**src/rtl/breath_pkg.sv**
```systemverilog
package breath_pkg;

    localparam int unsigned BR_W  = 8;
    localparam int unsigned BR_AW = 3;

    typedef enum logic [BR_AW-1:0] {
        SEL_DIV  = 3'd0,
        SEL_STEP = 3'd1,
        SEL_TOP  = 3'd2,
        SEL_BOT  = 3'd3,
        SEL_CTRL = 3'd4
    } sel_e;

    typedef enum logic {
        RAMP_UP   = 1'b0,
        RAMP_DOWN = 1'b1
    } ramp_dir_e;

    typedef struct packed {
        logic [BR_W-1:0] div;
        logic [BR_W-1:0] step;
        logic [BR_W-1:0] top;
        logic [BR_W-1:0] bot;
    } shape_t;

    typedef struct packed {
        shape_t shape;
        logic   en;
        logic   pol;
    } cfg_t;

    typedef struct packed {
        logic [BR_W-1:0] level;
        ramp_dir_e       dir;
    } ramp_t;

    // One ramp move: rise to top, turn, fall to bot, turn.
    function automatic ramp_t ramp_next(input ramp_t cur,
                                        input logic [BR_W-1:0] bot,
                                        input logic [BR_W-1:0] top);
        ramp_t nxt;
        nxt = cur;
        if (cur.dir == RAMP_UP) begin
            if (cur.level < top) begin
                nxt.level = cur.level + 1'b1;
            end else begin
                nxt.dir = RAMP_DOWN;
                if (cur.level > bot) nxt.level = cur.level - 1'b1;
            end
        end else begin
            if (cur.level > bot) begin
                nxt.level = cur.level - 1'b1;
            end else begin
                nxt.dir = RAMP_UP;
                if (cur.level < top) nxt.level = cur.level + 1'b1;
            end
        end
        return nxt;
    endfunction

endpackage

```
**src/rtl/breath_regs.sv**
```systemverilog
module breath_regs
    import breath_pkg::*;
#(
    parameter logic [BR_W-1:0] RST_DIV  = 8'd255,
    parameter logic [BR_W-1:0] RST_STEP = 8'd1,
    parameter logic [BR_W-1:0] RST_TOP  = 8'd10,
    parameter logic [BR_W-1:0] RST_BOT  = 8'd1
) (
    input  logic             clk,
    input  logic             rst,
    input  logic             we,
    input  logic [BR_AW-1:0] sel,
    input  logic [BR_W-1:0]  wdata,
    output cfg_t             cfg
);

    always_ff @(posedge clk) begin
        if (rst) begin
            cfg.shape.div  <= RST_DIV;
            cfg.shape.step <= RST_STEP;
            cfg.shape.top  <= RST_TOP;
            cfg.shape.bot  <= RST_BOT;
            cfg.en         <= 1'b0;
            cfg.pol        <= 1'b0;
        end else if (we) begin
            case (sel)
                SEL_DIV:  cfg.shape.div  <= wdata;
                SEL_STEP: cfg.shape.step <= wdata;
                SEL_TOP:  cfg.shape.top  <= wdata;
                SEL_BOT:  cfg.shape.bot  <= wdata;
                SEL_CTRL: begin
                    cfg.en  <= wdata[0];
                    cfg.pol <= wdata[1];
                end
                default: ;
            endcase
        end
    end

endmodule

```
**src/rtl/breath_period.sv**
```systemverilog
module breath_period
    import breath_pkg::*;
(
    input  logic            clk,
    input  logic            rst,
    input  logic            tick,
    input  logic            pause,
    input  cfg_t            cfg,
    output logic            run,
    output logic [BR_W-1:0] cnt,
    output shape_t          sh,
    output logic            start,
    output logic            wrap
);

    logic advance;

    assign start   = cfg.en && !run;
    assign advance = run && tick && !pause;
    assign wrap    = advance && (cnt == sh.div);

    always_ff @(posedge clk) begin
        if (rst) begin
            run <= 1'b0;
            cnt <= '0;
            sh  <= '0;
        end else begin
            run <= cfg.en;
            if (start || wrap) begin
                cnt <= '0;
                sh  <= cfg.shape;
            end else if (advance) begin
                cnt <= cnt + 1'b1;
            end
        end
    end

endmodule

```
**src/rtl/breath_ramp.sv**
```systemverilog
module breath_ramp
    import breath_pkg::*;
(
    input  logic            clk,
    input  logic            rst,
    input  logic            start,
    input  logic            wrap,
    input  logic [BR_W-1:0] start_level,
    input  shape_t          sh,
    output logic [BR_W-1:0] level
);

    ramp_t           st;
    logic [BR_W-1:0] hold;

    assign level = st.level;

    always_ff @(posedge clk) begin
        if (rst) begin
            st   <= '{level: '0, dir: RAMP_UP};
            hold <= '0;
        end else if (start) begin
            st   <= '{level: start_level, dir: RAMP_UP};
            hold <= '0;
        end else if (wrap) begin
            if (hold == sh.step) begin
                hold <= '0;
                st   <= ramp_next(st, sh.bot, sh.top);
            end else begin
                hold <= hold + 1'b1;
            end
        end
    end

endmodule

```
**src/rtl/breath_pwm.sv**
```systemverilog
module breath_pwm
    import breath_pkg::*;
#(
    parameter logic [BR_W-1:0] RST_DIV  = 8'd255,
    parameter logic [BR_W-1:0] RST_STEP = 8'd1,
    parameter logic [BR_W-1:0] RST_TOP  = 8'd10,
    parameter logic [BR_W-1:0] RST_BOT  = 8'd1
) (
    input  logic             clk,
    input  logic             rst,
    input  logic             tick,
    input  logic             pause,
    input  logic             cfg_we,
    input  logic [BR_AW-1:0] cfg_sel,
    input  logic [BR_W-1:0]  cfg_wdata,
    output logic             pwm_out
);

    cfg_t            cfg_w;
    shape_t          sh_w;
    logic            run_w;
    logic [BR_W-1:0] cnt_w;
    logic [BR_W-1:0] duty_w;
    logic            start_w;
    logic            wrap_w;

    breath_regs #(
        .RST_DIV (RST_DIV),
        .RST_STEP(RST_STEP),
        .RST_TOP (RST_TOP),
        .RST_BOT (RST_BOT)
    ) u_regs (
        .clk  (clk),
        .rst  (rst),
        .we   (cfg_we),
        .sel  (cfg_sel),
        .wdata(cfg_wdata),
        .cfg  (cfg_w)
    );

    breath_period u_period (
        .clk  (clk),
        .rst  (rst),
        .tick (tick),
        .pause(pause),
        .cfg  (cfg_w),
        .run  (run_w),
        .cnt  (cnt_w),
        .sh   (sh_w),
        .start(start_w),
        .wrap (wrap_w)
    );

    breath_ramp u_ramp (
        .clk        (clk),
        .rst        (rst),
        .start      (start_w),
        .wrap       (wrap_w),
        .start_level(cfg_w.shape.bot),
        .sh         (sh_w),
        .level      (duty_w)
    );

    always_comb begin
        pwm_out = cfg_w.pol;
        if (run_w && (cnt_w < duty_w)) pwm_out = ~cfg_w.pol;
    end

endmodule

```
**config.mk**
```make
export PLATFORM = sky130hd
export DESIGN_NAME = breath_pwm
export DESIGN_NICKNAME = d
export VERILOG_FILES = /design/src/rtl/breath_pkg.sv /design/src/rtl/breath_regs.sv /design/src/rtl/breath_period.sv /design/src/rtl/breath_ramp.sv /design/src/rtl/breath_pwm.sv
export SDC_FILE = /design/constraint.sdc
export NUM_CORES = 1
export LEC_CHECK = 0
export ABC_AREA = 1
export BUFFER_PORTS_ARGS = -buffer_cell sky130_fd_sc_hd__buf_2
export CORE_UTILIZATION = 43
export DETAILED_ROUTE_END_ITERATION = 16
export SLEW_MARGIN = 0
export SYNTH_ARGS = -nofsm -noshare
export SYNTH_HDL_FRONTEND = slang
export SYNTH_SLANG_ARGS = --single-unit
```
**constraint.sdc**
```tcl
create_clock -name clk -period 2.2 [get_ports clk]
set_input_delay 0.33 -clock clk [delete_from_list [all_inputs] [get_ports clk]]
set_output_delay 0.33 -clock clk [all_outputs]
set_load 0.02 [all_outputs]
```
==> run summary <==
The flow ran to the end, and the final reports show no timing, DRC or antenna violations. The initial antenna violation count came out at 0. Synthesis inferred 92 register bits. The power after layout is 0.00340 W. Type of element capturing the critical path: an output pin.

The count of mapped cells out of synthesis is 674, and the layout cell share with drive strength beyond 1 is 0.113. The critical path is of the reg2out type. The tools report the effective utilization at floorplan as 0.451.

The critical path contains buffers and inverters numbering 2 combined. In this design, the largest share of critical-path delay is due to flip-flops. The count of standard-cell rows is 37.

For the worst-skew pair, the clock arrives at the later sink with an insertion delay of 370 ps. The most used flip-flop cell after synthesis is sky130_fd_sc_hd__dfxtp_1. The most frequent cell after synthesis is sky130_fd_sc_hd__nand2_1. The logs give 270 ps for the setup slack of the worst register-to-register path and 0 for the number of hold violations in the final report. The switching part of the total was 0.271; the post-synthesis area per instance was 7.00 um^2.

Across the run, the number of max-cap violations was 0. The tools report the proportion of power drawn by flip-flops and latches as 0.512. Setup violations remaining at the end of the flow were counted as 0. The clock passes through at most 2 buffers. The tools report the total inserted antenna cells as 0.

The worst-path cell with the longest stage delay was sky130_fd_sc_hd__dfxtp_2. The run gives 842 as the final non-filler cell total. The share of synthesized registers carrying an async set or reset works out to 0. In the final routed layout, each cell accounts on average for 13.3 um.

The largest single stage delay on the critical path is 330 ps. Using the TritonRoute via totals, the vias-per-cell ratio works out to 5.01. Setup repair after global routing could not meet its margin everywhere. Worst-case hold path end point: u_regs.cfg[28].

By area the synthesized netlist is led by sky130_fd_sc_hd__dfxtp_1 39%, sky130_fd_sc_hd__nand2_1 9.9%, sky130_fd_sc_hd__nor2_1 9.5%, sky130_fd_sc_hd__ha_1 6.9%, sky130_fd_sc_hd__o21ai_0 6.7%. The worst path meets setup with 65.9 ps of slack. Compared with the post-synthesis result, the final layout area differs by 12.1%. The share of the core filled with cells is 0.505. The kind of launch point of the worst setup path was a flip-flop. Among the stages of the critical path, the cell type that occurs most often is sky130_fd_sc_hd__buf_4. Total grt overflow: 0. After layout, the minimum clock period comes to 2130 ps. The die is 107 um tall. Timing analysis after detailed placement gives a worst setup slack of 130 ps. The number of cells on the worst reg-to-reg path is 15.

Data on the critical path is required at its endpoint by 1870 ps. For the share of power burned in combinational logic, the log shows 0.111. For the cell area after synthesis, the log shows 4720 um^2. The total die area is 11400 um^2. For the overall global routing resource usage, the log shows 0.212. The signal on the critical path passes through buf_4 -> ha_1 -> a21oi_1 -> nand2_1 -> nand4_1 -> nand3_1 -> xnor2_1 -> buf_4. The detail route stage leaves a number of antenna-violating nets equal to 0. The HPWL after detailed placement is 8.35 mm. The endpoint of the worst-slack reg-to-reg timing path is u_ramp.level[2].

The tools report the max-slew headroom at the worst pin as 0.671. The clock sink count was 92. The netlist uses 31 different library cells.

Synthesis produced a netlist with a net count of 716. The tools report the yosys synthesis warning count as 0. The number of flops mapped to enable cells by yosys is 0. The die span in x is 107 um.

The arrival time of data at the critical path endpoint was 1800 ps; the xor and xnor fraction of the mapped netlist area was 0.0446. The total power divided by cell area came out at 644 nW/um^2. The worst min-delay path class is in2reg. The run gives 823 as the post-placement cell count.

The area share of the largest cell type after synthesis came out at 0.390. In this run the critical register-to-register path is launched from u_ramp.level[1]. The run gives 0.440 mV as the maximum vdd ir drop. The worst hold path begins at cfg_wdata[2]. Of all cell types, the one taking the most synthesized area is sky130_fd_sc_hd__dfxtp_1. The slew at the pin closest to its max-slew limit works out to 492 ps. The region available for standard cell placement spans 10500 um^2. After the first detailed-routing iteration, the DRC count stood at 239. For the number of levels in the clock H-tree, the log shows 3. For this run, design rule violations remaining after detail routing come to 0. 17 I/O pins were placed.

The count of hold-fix buffers inserted at cts came out at 0. Clock skew on the completed layout was measured at 13.8 ps. The number of pins with negative max-slew slack in the final report was 0. The clock power share came out at 0.378. The share of the clock period used by the worst path after layout was 0.970. The arithmetic-cell share of the synthesized area counting full adders, half adders and majority gates is 0.0689, and the clock slew seen by the registers of the worst setup and hold paths is 100 ps.

Global-route wire length before repair: 19.0 mm. The mux share of post-synthesis cell area works out to 0. Along the worst hold path, the cell count comes to 3.

By count the netlist is led by 125 x sky130_fd_sc_hd__nand2_1, 120 x sky130_fd_sc_hd__nor2_1, 92 x sky130_fd_sc_hd__dfxtp_1, 76 x sky130_fd_sc_hd__inv_1, 63 x sky130_fd_sc_hd__o21ai_0. The static leakage was 2.38 nW. For this design the total switching power over the nets is 0.000921 W.

The logs give 743 for the number of nets at the end of the flow and 5 for the number of detailed-route iterations in the first pass. The share of the synthesized area in compound gates (AO/OA/AOI/OAI) was 0.122; the internal power component was 0.00248 W. The root buffer cell was sky130_fd_sc_hd__clkbuf_8.

The simple-gate portion of the synthesized area works out to 0.290. In this run the worst path has a maximum fanout of 4. The sequential fraction of the synthesis area is 0.390. TritonCTS built the clock tree.

The number of I/O port buffers is 16, and the highest clock frequency the design can meet is 0.469 GHz. The sum of negative setup slack is 0 ps, and the global placement routability congestion is 0.866. Wires add up to 11.2 mm. By area, the combinational part of the netlist is dominated by simple AND/OR/NAND/NOR gates. The final route contains 4221 vias. Buffers inserted during clock tree synthesis total 9. The via count of the first global-routing pass is 3870, and the largest net degree at the start of global routing is 55.
worst min-delay path, stage by stage:
cell	delay, ps
sky130_fd_sc_hd__buf_2	140
sky130_fd_sc_hd__nand2_1	60
sky130_fd_sc_hd__nand3_1	70
layout by cell type (no fill, tap or decap), types with 13 or more instances in the layout:
cell,netlist,layout
sky130_fd_sc_hd__buf_2,3,15
sky130_fd_sc_hd__a21oi_1,46,45
sky130_fd_sc_hd__buf_4,2,17
sky130_fd_sc_hd__inv_1,76,73
sky130_fd_sc_hd__ha_1,26,25
sky130_fd_sc_hd__dfxtp_1,92,83
sky130_fd_sc_hd__xor2_1,13,13
sky130_fd_sc_hd__nand2_1,125,125
sky130_fd_sc_hd__nand3_1,38,38
sky130_fd_sc_hd__nor2_1,120,120
sky130_fd_sc_hd__o21ai_0,63,62
registers in the layout, indices dropped and copies added, names as in the netlist:
register,count
u_period.cnt,8
u_period.run,1
u_period.sh,32
u_ramp.hold,8
u_ramp.level,8
u_ramp.st,1
u_regs.cfg,34
worst max-delay path by stage:
stage / to / cells past startpoint / from
finish: pwm_out / 8 / u_period.cnt[3]
global route: pwm_out / 8 / u_period.cnt[3]
CTS: pwm_out / 10 / u_ramp.level[1]
detailed placement: u_ramp.level[1] / 12 / u_ramp.level[5]
global placement: u_ramp.level[1] / 12 / u_ramp.level[5]
floorplan: pwm_out / 8 / u_ramp.level[3]
stage by stage:
| stage | hold slack (ps) | cell area [um^2] |
|---|---|---|
| 4_1_cts | 255 | 5270 |
| 6_report | 267 | 5290 |
| 5_1_grt | 280 | 5290 |
| 3_5_place_dp | 445 | 4990 |
| 3_3_place_gp | 441 | 4990 |
| 2_1_floorplan | 424 | 4720 |
metal layers:
metal | GRT usage | vias up | wire length [um]
met5 | 0 | - | 0
met4 | 0.0675 | 0 | 131
met3 | 0.0322 | 10 | 481
met2 | 0.329 | 88 | 4800
met1 | 0.302 | 1908 | 5820
li1 | - | 2215 | -
logic make-up (layout without fill, tap and decap cells):
logic type               Yosys count  in the layout
AND/OR/NAND/NOR                  320            320
XOR/XNOR                          24             24
buffers and inverters             98            130
flip-flops                        92             92
adder cells (fa/ha/maj)           26             26
AO/OA/AOI/OAI                    114            114
power groups by stage:
| stage | Combinational, W | Sequential (W) | Clock, W |
|---|---|---|---|
| after CTS | 0.000375 | 0.00174 | 0.00131 |
| after floorplan | 0.000271 | 0.00178 | 0 |
| after global routing | 0.000438 | 0.00175 | 0.00138 |
| after global placement | 0.000368 | 0.00178 | 0 |
| final | 0.000377 | 0.00174 | 0.00129 |
| after detailed placement | 0.000373 | 0.00179 | 0 |
timing repair:
action,CTS,global route
gates cloned,0,0
hold endpoints to repair,0,0
endpoints found under the setup margin,1,13
setup buffers,3,0
pin swaps,4,1
gates resized for setup,15,8
layout make-up:
type	count	area [um^2]
Sequential cell	92	1860
Inverter	81	307
Clock buffer	9	124
Multi-Input combinational cell	484	2500
Timing Repair Buffer	33	223
Clock inverter	7	100
Tap cell	136	170
Fill cell	1068	5170
Power figures use the tool's default switching activity.
